### src/rtl/ballast_seq_pkg.sv
package ballast_seq_pkg;

    localparam int MODE_W = 5;

    typedef enum logic [MODE_W-1:0] {
        M_LOCK  = 5'b00001,
        M_PRE   = 5'b00010,
        M_IGN   = 5'b00100,
        M_RUN   = 5'b01000,
        M_FAULT = 5'b10000
    } mode_e;

    typedef struct packed {
        logic sup_hi;
        logic sup_lo;
        logic sd_hi5;
        logic sd_mid3;
        logic sd_lo1;
        logic bus_low;
        logic oc_trip;
    } sense_t;

    typedef struct packed {
        logic hs_en;
        logic ls_en;
        logic pfc_en;
        logic tcap_dis;
        logic vco_dis;
        logic oc_en;
        logic eol_en;
        logic bus_en;
    } drive_t;

    function automatic drive_t drive_for(mode_e m);
        drive_t d;
        logic   switching;
        switching  = (m == M_PRE) || (m == M_IGN) || (m == M_RUN);
        d.hs_en    = switching;
        d.ls_en    = switching;
        d.pfc_en   = switching;
        d.tcap_dis = (m == M_LOCK) || (m == M_FAULT);
        d.vco_dis  = (m == M_LOCK) || (m == M_FAULT);
        d.oc_en    = (m == M_PRE) || (m == M_RUN);
        d.eol_en   = (m == M_RUN);
        d.bus_en   = (m == M_RUN);
        return d;
    endfunction

endpackage

### src/rtl/ballast_cross_edge.sv
module ballast_cross_edge (
    input  logic clk,
    input  logic rst,
    input  logic level,
    output logic rise
);
    logic level_q;

    always_ff @(posedge clk) begin
        if (rst) level_q <= 1'b0;
        else     level_q <= level;
    end

    assign rise = level & ~level_q;

    // A held level must not produce back-to-back edges
    assert_edge_single_R3: assert property (@(posedge clk) disable iff (rst)
        rise |=> !rise);

endmodule

### src/rtl/ballast_mode_next.sv
module ballast_mode_next
    import ballast_seq_pkg::*;
(
    input  mode_e  cur,
    input  sense_t sense,
    input  logic   tcap_rise,
    output mode_e  nxt
);
    logic eol_hit;

    assign eol_hit = sense.sd_mid3 | sense.sd_lo1;

    always_comb begin
        nxt = cur;
        if (!sense.sup_lo) begin
            nxt = M_LOCK;
        end else begin
            case (cur)
                M_LOCK: begin
                    if (sense.sup_hi && !sense.sd_mid3) nxt = M_PRE;
                end
                M_PRE: begin
                    if (sense.oc_trip)  nxt = M_FAULT;
                    else if (tcap_rise) nxt = M_IGN;
                end
                M_IGN: begin
                    if (tcap_rise) nxt = M_RUN;
                end
                M_RUN: begin
                    if (sense.oc_trip || eol_hit) nxt = M_FAULT;
                    else if (sense.bus_low)       nxt = M_LOCK;
                end
                M_FAULT: begin
                    if (sense.sd_hi5) nxt = M_LOCK;
                end
                default: nxt = M_LOCK;
            endcase
        end
    end

endmodule

### src/rtl/ballast_drive_reg.sv
module ballast_drive_reg
    import ballast_seq_pkg::*;
(
    input  logic   clk,
    input  logic   rst,
    input  mode_e  nxt,
    output drive_t drv_q
);
    always_ff @(posedge clk) begin
        if (rst) drv_q <= drive_for(M_LOCK);
        else     drv_q <= drive_for(nxt);
    end

    // Gate drives and discharge are never asserted together
    assert_gate_vs_discharge_R11: assert property (@(posedge clk) disable iff (rst)
        drv_q.hs_en |-> (!drv_q.tcap_dis && !drv_q.vco_dis));

endmodule

### src/rtl/ballast_mode_seq.sv
module ballast_mode_seq
    import ballast_seq_pkg::*;
(
    input  logic              clk,
    input  logic              rst,
    input  logic              supply_ok_hi,
    input  logic              supply_ok_lo,
    input  logic              sd_hi5,
    input  logic              sd_mid3,
    input  logic              sd_lo1,
    input  logic              bus_low,
    input  logic              tcap_cross,
    input  logic              oc_trip,
    output logic              hs_gate_en,
    output logic              ls_gate_en,
    output logic              pfc_gate_en,
    output logic              tcap_discharge,
    output logic              vco_discharge,
    output logic              oc_count_en,
    output logic              eol_check_en,
    output logic              busuv_check_en,
    output logic [MODE_W-1:0] mode_onehot
);
    sense_t sense;
    logic   tcap_rise;
    mode_e  mode_q;
    mode_e  mode_d;
    drive_t drv_q;

    assign sense.sup_hi  = supply_ok_hi;
    assign sense.sup_lo  = supply_ok_lo;
    assign sense.sd_hi5  = sd_hi5;
    assign sense.sd_mid3 = sd_mid3;
    assign sense.sd_lo1  = sd_lo1;
    assign sense.bus_low = bus_low;
    assign sense.oc_trip = oc_trip;

    ballast_cross_edge edge_i (
        .clk   (clk),
        .rst   (rst),
        .level (tcap_cross),
        .rise  (tcap_rise)
    );

    ballast_mode_next next_i (
        .cur       (mode_q),
        .sense     (sense),
        .tcap_rise (tcap_rise),
        .nxt       (mode_d)
    );

    always_ff @(posedge clk) begin
        if (rst) mode_q <= M_LOCK;
        else     mode_q <= mode_d;
    end

    ballast_drive_reg drive_i (
        .clk   (clk),
        .rst   (rst),
        .nxt   (mode_d),
        .drv_q (drv_q)
    );

    assign hs_gate_en     = drv_q.hs_en;
    assign ls_gate_en     = drv_q.ls_en;
    assign pfc_gate_en    = drv_q.pfc_en;
    assign tcap_discharge = drv_q.tcap_dis;
    assign vco_discharge  = drv_q.vco_dis;
    assign oc_count_en    = drv_q.oc_en;
    assign eol_check_en   = drv_q.eol_en;
    assign busuv_check_en = drv_q.bus_en;
    assign mode_onehot    = mode_q;

    assert_mode_onehot_R11: assert property (@(posedge clk) disable iff (rst)
        $countones(mode_q) == 1);

    assert_supply_drop_R10: assert property (@(posedge clk) disable iff (rst)
        !supply_ok_lo |=> (mode_q == M_LOCK));

    assert_fault_outputs_R7: assert property (@(posedge clk) disable iff (rst)
        (mode_q == M_FAULT) |-> (!hs_gate_en && !ls_gate_en && !pfc_gate_en
                                 && tcap_discharge && vco_discharge));

    assert_fault_hold_R8: assert property (@(posedge clk) disable iff (rst)
        (mode_q == M_FAULT && supply_ok_lo && !sd_hi5) |=> (mode_q == M_FAULT));

    assert_oc_preheat_R9: assert property (@(posedge clk) disable iff (rst)
        (mode_q == M_PRE && supply_ok_lo && oc_trip) |=> (mode_q == M_FAULT));

    assert_eol_run_R5: assert property (@(posedge clk) disable iff (rst)
        (mode_q == M_RUN && supply_ok_lo && (sd_mid3 || sd_lo1)) |=> (mode_q == M_FAULT));

    assert_checks_run_only_R11: assert property (@(posedge clk) disable iff (rst)
        (eol_check_en || busuv_check_en) |-> (mode_q == M_RUN));

endmodule

### config.mk
export PLATFORM = sky130hd
export DESIGN_NAME = ballast_mode_seq
export DESIGN_NICKNAME = d
export VERILOG_FILES = /design/src/rtl/ballast_seq_pkg.sv /design/src/rtl/ballast_cross_edge.sv /design/src/rtl/ballast_mode_next.sv /design/src/rtl/ballast_drive_reg.sv /design/src/rtl/ballast_mode_seq.sv
export SDC_FILE = /design/constraint.sdc
export NUM_CORES = 1
export LEC_CHECK = 0
export ABC_AREA = 0
export CAP_MARGIN = 15
export CORE_MARGIN = 2
export CORE_UTILIZATION = 41
export DETAILED_ROUTE_END_ITERATION = 6
export MAX_ROUTING_LAYER = met4
export PLACE_DENSITY = 0.76
export SETUP_SLACK_MARGIN = 0.5
export SYNTH_ARGS = -nofsm -noshare
export SYNTH_HDL_FRONTEND = slang
export SYNTH_SLANG_ARGS = --single-unit
export TNS_END_PERCENT = 1
### constraint.sdc
create_clock -name clk -period 1.9 [get_ports clk]
set_input_delay 0.57 -clock clk [delete_from_list [all_inputs] [get_ports clk]]
set_output_delay 0.57 -clock clk [all_outputs]
set_load 0.005 [all_outputs]
# Yosys cells after proc, flatten, opt, wreduce, memory -nomap -nowiden
# Cells that the tools add are included.
# word_totals
ff_bits	10
input_bits	10
output_inout_bits	13
elab_cells	35
# op_classes
eq_ne	10
muxes	9
bitwise_logic	3
n_reduce_logical	7
# op_table
op	count
$mux 5	8
$pmux 5 s5	1
$eq 5x1->1 const B	2
$eq 5x2->1 const B	2
$eq 5x3->1 const B	2
$eq 5x4->1 const B	2
$eq 5x5->1 const B	2
$logic_or 1x1->1	5
$and 1x1->1	1
$logic_and 1x1->1	1
$logic_not 1->1	1
$not 1->1	1
$or 1x1->1	1

# Longest topological paths before layout
# logic_depth
depth_word	9
depth_mapped	5
depth_no_buf	4

# Cells and area by module
# From an unflattened synthesis, not the netlist that was laid out.
# unflattened
cells_unflattened	69
hier_area_um2	621.8
# modules_own_cells
module	n_inst	cells_each	area_each_um2	seq_area_each_um2
ballast_mode_next	1	37	240.2	0.0
ballast_drive_reg	1	19	192.7	80.1
ballast_mode_seq	1	10	141.4	100.1
ballast_cross_edge	1	3	47.5	20.0

# Least setup slack after synthesis
# OpenSTA, ideal clock, no wires.
# synth_path
path_kind	input -> register
from	input sd_lo1
to	register, netlist name drive_i.drv_q[4]
setup_ns	0.126
t_arrival_ns	1.341
required_time_ns	1.774
slack_ns	0.433
cell_stages	4
n_path_buf	0
path_cell_list	or3_1 o22ai_1 o2bb2ai_1 a21oi_1
# synth_between
elab_chain_len	7
word_cells_on_any_way	8
classes_between	eq/ne: 2; mux: 3; bitwise: 1; reduce/logical: 2
# synth_rtl
item	line	source
start: declaration	ballast_mode_seq.sv:10	input logic sd_lo1,
$or 1x1->1 *	ballast_mode_next.sv:11	assign eol_hit = sense.sd_mid3 | sense.sd_lo1;
$logic_or 1x1->1 *	ballast_mode_next.sv:30	if (sense.oc_trip || eol_hit) nxt = M_FAULT;
$mux 5 *	ballast_mode_next.sv:30	
$pmux 5 s5 *	ballast_mode_next.sv:18	case (cur)
$mux 5 *	ballast_mode_next.sv:15	if (!sense.sup_lo) begin
$eq 5x1->1 / $eq 5x5->1 (equally long branches)	ballast_seq_pkg.sv:41	d.tcap_dis = (m == M_LOCK) || (m == M_FAULT);
$logic_or 1x1->1 *	ballast_seq_pkg.sv:41	
# Every way passes the cells marked *; elsewhere a longest branch is shown, timed or not.
# A chain may end at the register's enable or synchronous reset.

# Final worst setup path
# layout_path
from	register mode_q[1] (netlist: mode_onehot[1])
to	register mode_q[0] (netlist: mode_onehot[0])
# layout_between
elab_chain_len	3
word_cells_on_any_way	7
classes_between	eq/ne: 5; mux: 2
# layout_rtl
item	line	source
start: declaration	ballast_mode_seq.sv:26	mode_e mode_q;
start signal: assignment	ballast_mode_seq.sv:54	else mode_q <= mode_d;
$eq 5x5->1 (tied with other cells)	ballast_mode_next.sv:18	
$pmux 5 s5 *	ballast_mode_next.sv:18	
$mux 5 *	ballast_mode_next.sv:15	
# Marks and branches as above.

==> impl_results.md <==
- Synth Instances: 60
- Crit end category: register
- Post-route DRC: 0
- Final period utilization: 81.35%
- Hold_sp: tcap_cross
- Die height: 41.47 um
- Startpoint types: register
- Syn_nets: 70
- Max Clock Freq: 0.6470 GHz
- Maxcap violations: 0
- Setup Skew: 10.64 ps
- Clk_lat worst skew: 280 ps
- Number of global-route vias before repair: 622
- Cts-stage hold buffer count: 0
- Die area: 1719 um2
- Outcome: complete, no violations
- Detailed Route Iter0 Violations: 9
- Clock sinks: 10
- Maximum vdd drop: 372.7 uV
- Yosys reg bits: 10
- Setup ws final: 354.3 ps
- Vias post-DR: 636
- Largest net degree at the start of global routing: 9
- Routability-driven placement congestion ratio: 0.9542
- Detailed Routing Iterations Pass 1: 4
- Overall Global Routing Usage: 22.81%
- Final Hold Fails: 0
- Area growth syn-to-layout: 68.91%
- Yosys warnings: 0
- Final slew viol count: 0
- Pre-CTS setup slack: -48.62 ps
- Initial Utilization: 44.23%
- CTS tree: yes
- # IOs: 23
- Finish-stage setup viols: 0
- Gr ovfl total: 0
- Worst setup path startpoint: mode_onehot[1]
- Via-to-Cell Ratio: 5.835
- Drt wl/cell: 15.62 um
- Sequential area share after synthesis: 34.78%
- Reg2Reg Launch Point: mode_onehot[1]
- Share of cells above drive strength 1: 41.49%
- Commonest cells after routing, fill and taps aside: dlygate4sd2_1, buf_4, nor2_1, dfxtp_1, clkdlybuf4s50_1
- IO Port Bufs: 22
- Slew HR: 79.22%
- Crit-path max FO: 5
- Final WL: 1.703 mm
- Clock slew at reported path FFs: 80 ps
- Worst path arrival time: 1680 ps
- CTS Buf Count: 3
- RSZ-0062 raised after global routing: yes
- Die X-Extent: 41.47 um
- Synthesized area: 575.6 um2
- H-tree depth: 1
- Clk buf depth: 2
- Worst Hold Class: primary input to register
- Critical path class: register to register
- Root Buffer: clkbuf_4
- Antenna Cells: 0
- First-pass GRT wire length: 2.877 mm
- Final worst path period need: 1546 ps
- PD cells: 517.1 nW/um2
- Antenna Nets Post-Route: 0
- Initial antenna violation count: 0
- Worst EP required: 2030 ps
- FP Rows: 13
- Most common library cell in the layout ignoring fill and taps: dlygate4sd2_1
- Setup_tns: 0 ps
- Post-synth cell types: 32
- Final nets: 105
- Cell leakage power: 0.3984 nW
- Worst Max-Slew Pin Slew: 309.1 ps
- Fill count: 117
- Core area: 1301 um2
- Synth Area per Inst: 9.593 um2
- HPWL after DPL: 983.4 um
## metal layers
metal | vias up | GRT usage [%] | wire length [um]
met5 | - | - | 0
met4 | 0 | 18.71 | 74
met1 | 305 | 24.39 | 662
li1 | 289 | - | -
met3 | 8 | 3.913 | 93
met2 | 34 | 36.56 | 873
## power by group
part / switching [W] / internal (W)
Combinational: 0.0000405 / 0.0000490
Sequential: 0.00000196 / 0.000211
Clock: 0.0000837 / 0.000117
## sequential cells by signal, indices dropped and copies added (netlist names)
signal,count
mode_onehot,5
edge_i.level_q,1
drive_i.drv_q,4
## final cells by class
type                       count  area [um2]  area share [%]
timing repair buffer          35       302.8           31.15
sequential                    10       214.0           22.01
tap                           15       18.77           1.931
clock buffer                   4       36.28           3.732
inverter                       1       3.754          0.3861
multi-input combinational     44       396.6           40.80
## path summary, 6_finish.rpt
kind | to | slack (ps) | cells past startpoint
min reg2reg | mode_onehot[2] | 730 | 3
min | edge_i.level_q | 670 | 2
max | mode_onehot[0] | 350 | 5
max reg2reg | mode_onehot[0] | 350 | 5
## metrics by stage
step | util, % | cells | cell area [um2] | total power, W | hold slack (ps)
detailed placement | 63.08 | 96 | 820.8 | 0.0002991 | 650.8
CTS | 72.79 | 107 | 947.2 | 0.0005001 | 667.2
floorplan | - | 60 | 593.1 | 0.0002624 | 641.6
finish | 74.71 | 109 | 972.2 | 0.0005027 | 672.8
global route | 74.71 | 109 | 972.2 | 0.0005279 | 717.5
global placement | 63.08 | 96 | 820.8 | 0.0002976 | 651.5
## worst max-delay path, cell delays in order (launching register included)
cell and delay (ps):
dfxtp_4 360, buf_6 130, nor3_4 200, nand3b_1 260, a31oi_4 290, o311ai_2 160
## cell usage after synthesis
cell type	count	area, um2
or3_1	1	6.260
and2b_1	2	15.01
o311ai_1	1	8.760
nor3_4	1	16.27
nand4_1	1	6.260
nor2b_4	1	13.76
a31o_4	1	17.52
o2bb2ai_1	1	8.760
a32oi_1	1	8.760
o311ai_4	1	26.28
a21oi_1	2	10.01
buf_6	1	11.26
a21o_1	1	7.510
o21bai_1	1	7.510
o21a_1	1	7.510
inv_1	1	3.750
dfxtp_1	10	200.2
nor2b_1	3	18.77
nor3_2	1	10.01
nor4_1	2	12.51
nand2b_2	1	8.760
nand2_1	2	7.510
o22ai_1	2	12.51
nand3b_1	2	15.01
a22oi_1	1	7.510
nand2b_1	3	18.77
o21ai_1	1	5.000
nor2_1	6	22.52
nand3_1	2	10.01
or3b_1	1	8.760
a31oi_2	1	12.51
buf_4	4	30.03
## what timing repair did
| item | in CTS | in global routing |
|---|---|---|
| setup buffers | 7 | 2 |
| endpoints found under the setup margin | 22 | 22 |
| hold endpoints to repair | 0 | 0 |
| cloned | 0 | 0 |
| gates resized for setup | 37 | 2 |
| pin swaps | 10 | 5 |
## kinds of logic (layout without fill, tap and decap cells)
group                  count (synthesis)  in the layout  share of synthesized area (%)
buffers and inverters                  6             40                          7.826
DFF                                   10             10                          34.78
AOI/OAI and AO/OA                     15             15                          24.35
and+or+nand+nor                       29             29                          33.04
Note: power is estimated with default switching activity, not from simulation.
